[src/rtl/safety_err_collector.sv]
module safety_err_collector #(
  parameter int DW   = 32,
  parameter int AW   = 3,
  parameter int NGRP = 4
) (
  input  logic          clk,
  input  logic          rst_n,
  input  logic [DW-1:0] mac_evt,
  input  logic [DW-1:0] buf_evt,
  input  logic [DW-1:0] dma_evt,
  input  logic          bus_sel,
  input  logic          bus_wr,
  input  logic [AW-1:0] bus_addr,
  input  logic [DW-1:0] bus_wdata,
  output logic [DW-1:0] bus_rdata,
  output logic          irq
);
  localparam int NEN = NGRP + 1;
  localparam logic [AW-1:0] A_MAC = 3'd0;
  localparam logic [AW-1:0] A_BUF = 3'd1;
  localparam logic [AW-1:0] A_DMA = 3'd2;
  localparam logic [AW-1:0] A_SUM = 3'd3;
  localparam logic [AW-1:0] A_EN  = 3'd4;
  localparam logic [AW-1:0] A_LVL = 3'd5;
  localparam logic [DW-1:0] MAC_CORE = DW'(32'h010F_FFDE);
  localparam logic [DW-1:0] MAC_EXT  = DW'(32'h0000_0021);
  localparam logic [DW-1:0] DMA_IMPL = DW'(3'b111);

  logic [DW-1:0]   mac_q, buf_q, dma_q;
  logic [NEN-1:0]  en_q;
  logic [1:0]      lvl_q;
  logic [DW-1:0]   mac_allow, buf_allow, dma_allow;
  logic [NGRP-1:0] grp_corr, grp_unc;
  logic [4:0]      summary;
  logic            wr;

  assign wr = bus_sel & bus_wr;

  always_comb begin
    buf_allow = '0;
    for (int g = 0; g < NGRP; g++) begin
      buf_allow[4*g +: 3] = {3{lvl_q != 2'd0}};
      grp_corr[g] = buf_q[4*g];
      grp_unc[g]  = buf_q[4*g+1] | buf_q[4*g+2];
    end
  end

  assign mac_allow = (lvl_q >= 2'd2 ? MAC_CORE : '0) | (lvl_q == 2'd3 ? MAC_EXT : '0);
  assign dma_allow = (lvl_q != 2'd0) ? DMA_IMPL : '0;

  always_ff @(posedge clk) begin
    if (!rst_n) begin
      mac_q <= '0;
      buf_q <= '0;
      dma_q <= '0;
      en_q  <= '0;
      lvl_q <= '0;
    end else begin
      mac_q <= (mac_q & ~((wr && bus_addr == A_MAC) ? bus_wdata : '0)) | (mac_evt & mac_allow);
      buf_q <= (buf_q & ~((wr && bus_addr == A_BUF) ? bus_wdata : '0)) | (buf_evt & buf_allow);
      dma_q <= (dma_q & ~((wr && bus_addr == A_DMA) ? bus_wdata : '0)) | (dma_evt & dma_allow);
      if (wr && bus_addr == A_EN)  en_q  <= bus_wdata[NEN-1:0];
      if (wr && bus_addr == A_LVL) lvl_q <= bus_wdata[1:0];
    end
  end

  assign summary = {|dma_q[2:1], dma_q[0], |grp_unc, |grp_corr, |mac_q};

  assign irq = summary[0] | summary[2] | summary[4] | |({dma_q[0], grp_corr} & en_q);

  always_comb begin
    case (bus_addr)
      A_MAC:   bus_rdata = mac_q;
      A_BUF:   bus_rdata = buf_q;
      A_DMA:   bus_rdata = dma_q;
      A_SUM:   bus_rdata = DW'(summary);
      A_EN:    bus_rdata = DW'(en_q);
      A_LVL:   bus_rdata = DW'(lvl_q);
      default: bus_rdata = '0;
    endcase
  end
endmodule


[config.mk]
export PLATFORM = sky130hd
export DESIGN_NAME = safety_err_collector
export DESIGN_NICKNAME = d
export VERILOG_FILES = /design/src/rtl/safety_err_collector.sv
export SDC_FILE = /design/constraint.sdc
export NUM_CORES = 1
export LEC_CHECK = 0
export BUFFER_PORTS_ARGS = -buffer_cell sky130_fd_sc_hd__buf_2
export CORE_MARGIN = 2
export CORE_UTILIZATION = 46
export DETAILED_ROUTE_END_ITERATION = 8
export PLACE_DENSITY = 0.75
export SYNTH_ARGS = -nofsm -noshare
export SYNTH_HDL_FRONTEND = slang
export SYNTH_SLANG_ARGS = --single-unit
[constraint.sdc]
create_clock -name clk -period 2.5 [get_ports clk]
set_clock_uncertainty 0.15 [all_clocks]
set_input_delay 0.25 -clock clk [delete_from_list [all_inputs] [get_ports clk]]
set_output_delay 0.25 -clock clk [all_outputs]
set_load 0.01 [all_outputs]
==> results.ini, run 1 <==
[power]
p_leak_uw = 0.002523
vdd_ir_drop_max_v = 0.0002375
p_per_area_nw_per_um2 = 493.9

[place]
dp_slack_ns = 0.3966
port_buffers = 107
place_congestion = 0.8860
dpl.hpwl_um = 8660

[yosys]
synth_most_common_cell = dfxtp_1
synthSimpleGateAreaFrac_pct = 18.81
syn_inst = 571
synth-xor-area-share_pct = 0
synth_mux_area_share_pct = 8.525
synth_compound_gate_area_share_pct = 23.11
synth-adder-area-share_pct = 0
ys.flop_type = dfxtp_1
syn_area_um2 = 4623
synth.avg_cell_area_um2 = 8.097
yosysTopAreaCellShare_pct = 44.60
yosysTopAreaCell = dfxtp_1
synth.distinct_cells = 39
synth-async-reset-ratio_pct = 0
synth_top_family_by_area = compound AO/OA/AOI/OAI gates
ys_seq_elements = 103
ys_seq_area_share_pct = 44.60
synth_nets = 706
ys_top_cells_by_count = 103 x dfxtp_1, 92 x nand2_1, 89 x a21oi_1, 59 x nor2_1, 36 x mux2i_1
yosys_warnings = 0
synth_edf_count = 0
synth.area.top_cells = dfxtp_1 45%, a21oi_1 9.6%, mux2i_1 7.8%

[timing]
max_freq_ghz = 0.4230
setup_tns_ns = 0
slew_headroom_pct = 59.91
fin_crit_ns = 2.364
setup_ws_ns = 0.1357
hold_viol_final = 0
rsz0062_at_grt = false
maxSlewViolCount = 0
setup_violations = 0
worst_pin_slew_ns = 0.6013
fin_crit_sh_pct = 94.57

[clock_tree]
cts_buffer_depth = 2
root_buffer = clkbuf_8
clkTransAtPathRegs_ns = 0.08
clock_latency_ns = 0.36
cts_tree = done
htree_levels = 3
cts_sinks = 103
numCtsBuffers = 9

[critical_path]
cp.arrival_ns = 1.96
worstSetupPathType = flop to output pin
path_max_fanout = 3
startpoint_type = flop
crit_required_ns = 2.10
endpoint_kind = output pin
slowest_delay_ns = 0.56
worstPathCellList = nor4_2 > nand4_1 > or4_1 > buf_2
slowest_stage = or4_1

[die]
rows = 36
fp.dieH_um = 104.3
die_width_um = 104.3
start_util_pct = 47.30
boundaryPins = 168
die_area_um2 = 10870
core_area_um2 = 9774

[global_routing]
grt_pass1_wl_um = 21330
grt.total_usage_pct = 24.07
antenna_found_initial = 0
grt_max_degree = 75
grt_remaining_overflow = 0
grt_pass1_vias = 4484

[hold_path]
hold_class = input pin to flop

[detailed_routing]
drtIter0Drc = 297
dr.pass1.iters = 5
final_antenna_net_count = 0
drcViolationCount = 0
wl_per_cell_um = 15.52
dr_total_vias = 4586
routed_via_density = 5.421
wl_um = 13130

[layout]
layout-drive-gt1-share_pct = 20.20
syn2layout_area_growth_pct = 29.36
fin_nets = 846
num_antenna_cells = 0

[job]
drv_cap = 0

[outcome]
status = complete, no violations

## per-layer routing
layer / wire (µm) / share of wire [%] / global-route usage (%)
met1: 5688 / 43 / 31.40
met2: 6241 / 48 / 39.33
met3: 902 / 6.9 / 5.075
met4: 299 / 2.3 / 8.784
met5: 0 / 0 / 0
## critical path, delay by kind of cell, from the launching register on
family	cells	cell delay, ns
buffers and inverters	1	0.16
and+or+nand+nor	3	1.11
DFF	1	0.34
## through the flow
| stage | util, % | cells | cell area, µm² | hold slack (ns) | power, µW |
|---|---|---|---|---|---|
| finish | 61.19 | 846 | 5981 | 0.01086 | 2954 |
| global route | 61.19 | 846 | 5981 | 0.005362 | 3062 |
| CTS | 60.89 | 845 | 5952 | 0.002479 | 2963 |
| detailed placement | 53.99 | 782 | 5278 | 0.2719 | 1946 |
| global placement | 53.99 | 782 | 5278 | 0.2673 | 1942 |
| floorplan | - | 571 | 4623 | 0.1870 | 1821 |
## cells in the final DEF, fill, tap and decap left out, drive strengths merged, types with 10 or more instances in the layout
master,count
mux2i,36
a21oi,89
nor2,59
o21a,10
nand2,92
dlygate4sd3,51
o21ai,26
buf,119
dfxtp,103
inv,13
nor4,10
a21boi,38
## state kept, by name, summed over array words and instances, names as in the netlist
register  cells
lvl_q         2
dma_q        32
buf_q        32
mac_q        32
en_q          5
## cells by family (layout without fill, tap and decap cells)
logic type	count (synthesis)	after routing
compound gates	181	181
flops	103	103
mux	38	38
simple gates	195	195
buf+inv	54	196
## repair_timing
item                                    in CTS  in global routing
setup buffers                                0                  0
gates resized for setup                      0                  3
endpoints found under the setup margin       0                  1
endpoints found under the hold margin       81                  1
hold buffers                                50                  1
## where the power goes
group	leakage, µW	internal [µW]	switching, µW
clock	0.0000830	445	534
sequential	0.000830	1650	7.77
combinational	0.00161	153	167
## final cells by class
cell class / instances / area [µm²]
fill: 872 / 3794
multi-input combinational: 414 / 2369
sequential: 103 / 2062
timing repair buffer: 170 / 1161
tap: 133 / 166.4
clock buffer: 9 / 123.9
clock inverter: 4 / 50.05
inverter: 13 / 48.80
## worst paths after layout
| path | start | end | slack, ns | cells past startpoint |
|---|---|---|---|---|
| setup / recovery | mac_q[16] | irq | 0.14 | 4 |
| hold / removal | mac_evt[14] | mac_q[14] | 0.01 | 3 |
| setup reg to reg | lvl_q[1] | dma_q[0] | 1.01 | 4 |
| hold reg to reg | dma_q[3] | dma_q[3] | 0.28 | 2 |
(Power assumes the default switching activity.)
==> run 2, diff against run 1 <==
GPL_TIMING_DRIVEN = 0   (was not set)
==> results.ini, run 2 (synthesis results as in run 1) <==
[outcome]
status = complete, no violations  ; unchanged

[layout]
num_antenna_cells = 0  ; unchanged
final_cell_area_um2 = 6075  ; was 5981 µm²
final_cells = 880  ; was 846
layout_common_cells = 119 x buf_2, 103 x dfxtp_1, 92 x nand2_1  ; was 107 x buf_2, 103 x dfxtp_1, 92 x nand2_1
largestRegisters = buf_q (32), dma_q (32), mac_q (32)  ; unchanged
mostFrequentLayoutCell = buf_2  ; unchanged
syn2layout_area_growth_pct = 31.39  ; was 29.36%
finalCoreUtilization_pct = 62.15  ; was 61.19%
fin_nets = 877  ; was 846
layout-drive-gt1-share_pct = 19.28  ; was 20.20%

[power]
p_switching_uw = 826.6  ; was 709.5 µW
vdd_ir_drop_max_v = 0.0002608  ; was 0.0002375 V
p_per_area_nw_per_um2 = 496.2  ; was 493.9 nW/µm²
p_int_uw = 2188  ; was 2245 µW
clkPwrFrac_pct = 33.8  ; was 33.1%
switching_share_pct = 27.42  ; was 24.02%
pwr-share-seq_pct = 55.0  ; was 56.0%
combPwrFrac_pct = 11.3  ; was 10.8%
p_leak_uw = 0.002575  ; was 0.002523 µW

[critical_path]
endpoint_kind = output pin  ; unchanged
path_max_fanout = 3  ; unchanged
startpoint_type = flop  ; unchanged
crit_required_ns = 2.10  ; about the same
worstSetupPathType = flop to output pin  ; unchanged
cp.arrival_ns = 2.03  ; was 1.96 ns

[timing]
setup_tns_ns = 0  ; unchanged
maxSlewViolCount = 0  ; unchanged
fin_crit_sh_pct = 97.16  ; was 94.57%
setup_violations = 0  ; unchanged
fin_hold_ws_ns = 0.0006004  ; was 0.01086 ns
slew_headroom_pct = 55.03  ; was 59.91%
max_freq_ghz = 0.4117  ; was 0.4230 GHz
hold_viol_final = 0  ; unchanged
worst_pin_slew_ns = 0.6745  ; was 0.6013 ns
fin_crit_ns = 2.429  ; was 2.364 ns
rsz0062_at_grt = false  ; unchanged

[clock_tree]
clkTransAtPathRegs_ns = 0.11  ; was 0.08 ns
cts_tree = done  ; unchanged
cts_sinks = 103  ; unchanged
cts_buffer_depth = 2  ; unchanged
htree_levels = 3  ; unchanged
numCtsBuffers = 9  ; unchanged
root_buffer = clkbuf_8  ; unchanged
cts_setup_buffers = 0  ; unchanged
clock_latency_ns = 0.38  ; was 0.36 ns

[place]
port_buffers = 105  ; was 107
placed_area_um2 = 5315  ; was 5278 µm²
dpl.hpwl_um = 10380  ; was 8660 µm
dp_cells = 809  ; was 782
place_congestion = 0.9011  ; was 0.8860

[die]
start_util_pct = 47.30  ; unchanged
fp.dieH_um = 104.3  ; unchanged
boundaryPins = 168  ; unchanged
rows = 36  ; unchanged
die_area_um2 = 10870  ; unchanged
die_width_um = 104.3  ; unchanged
core_area_um2 = 9774  ; unchanged

[detailed_routing]
drcViolationCount = 0  ; unchanged
final_antenna_net_count = 0  ; unchanged
routed_via_density = 5.607  ; was 5.421
drtIter0Drc = 390  ; was 297
dr.pass1.iters = 5  ; unchanged
wl_um = 14850  ; was 13130 µm
dr_total_vias = 4934  ; was 4586
wl_per_cell_um = 16.88  ; was 15.52 µm

[global_routing]
grt.total_usage_pct = 26.54  ; was 24.07%
use_met1_pct = 34.58  ; was 31.40%
grt_remaining_overflow = 0  ; unchanged
busiest_layer = met2  ; unchanged
grt_pass1_wl_um = 22890  ; was 21330 µm
met3_usage_pct = 4.449  ; was 5.075%
use_met2_pct = 43.75  ; was 39.33%
grt_pass1_vias = 4712  ; was 4484
antenna_found_initial = 0  ; unchanged
grt_max_degree = 20  ; was 75

[job]
drv_cap = 0  ; unchanged

[hold_path]
hold_class = input pin to flop  ; unchanged

-- run 2: cell count changes in the layout (fill, tap and decap cells not counted), sizes merged --
cell         previous run  this run
inv                    13        16
buf                   119       120
clkbuf                  9        35
clkinvlp                2         0
dlygate4sd3            51        55
clkinv                  1         4
bufinv                  1         0
-- run 2: what timing repair did --
action | CTS | global route
hold buffers | 55 | 0
setup endpoints to repair | 0 | 1
resized for setup | 0 | 3
hold endpoints to repair | 86 | 0
-- run 2: power by group through the flow --
| stage | registers (µW) | clock network (µW) | logic [µW] |
|---|---|---|---|
| after global placement | 1690 | 0 | 261 |
| after floorplan | 1690 | 0 | 131 |
| after CTS | 1660 | 1020 | 330 |
| final | 1660 | 1020 | 340 |
| after detailed placement | 1690 | 0 | 264 |
| after global routing | 1660 | 1080 | 359 |
-- run 2: area by class of cell --
cell class / instances / area (µm²)
fillers: 837 / 3700
multi-input cells: 414 / 2354
flip-flops and latches: 103 / 2062
repair buffers: 160 / 1076
plain buffers: 41 / 180.2
well taps: 133 / 166.4
clock buffers: 9 / 123.9
clock inverters: 7 / 63.81
inverters: 13 / 48.80
-- run 2: metal layers --
metal	vias to the layer above	wire length (µm)	part of all wire, %
li1	2313	-	-
met5	-	0	0
met3	36	1242	8.4
met4	0	399	2.7
met2	263	7018	47
met1	2322	6190	42
-- run 2: worst paths after layout --
check / from / to / slack (ns) / cells after the start
setup reg to reg: lvl_q[1] / buf_q[9] / 0.75 / 5
hold / removal: bus_wdata[1] / lvl_q[1] / 0.0006 / 3
setup / recovery: mac_q[10] / irq / 0.07 / 4
hold reg to reg: buf_q[30] / buf_q[30] / 0.29 / 2
-- run 2: critical path: stages (launching register included) --
cell,delay [ns]
dfxtp_1,0.34
nor4_1,0.40
nand4_1,0.21
or4_1,0.53
buf_2,0.16
-- run 2: through the flow --
step	power (µW)	setup slack, ns
after floorplan	1821	0.8553
after global placement	1954	0.4191
after detailed placement	1958	0.4226
after CTS	3007	0.005748
after global routing	3097	0.03863
final	3014	0.07108
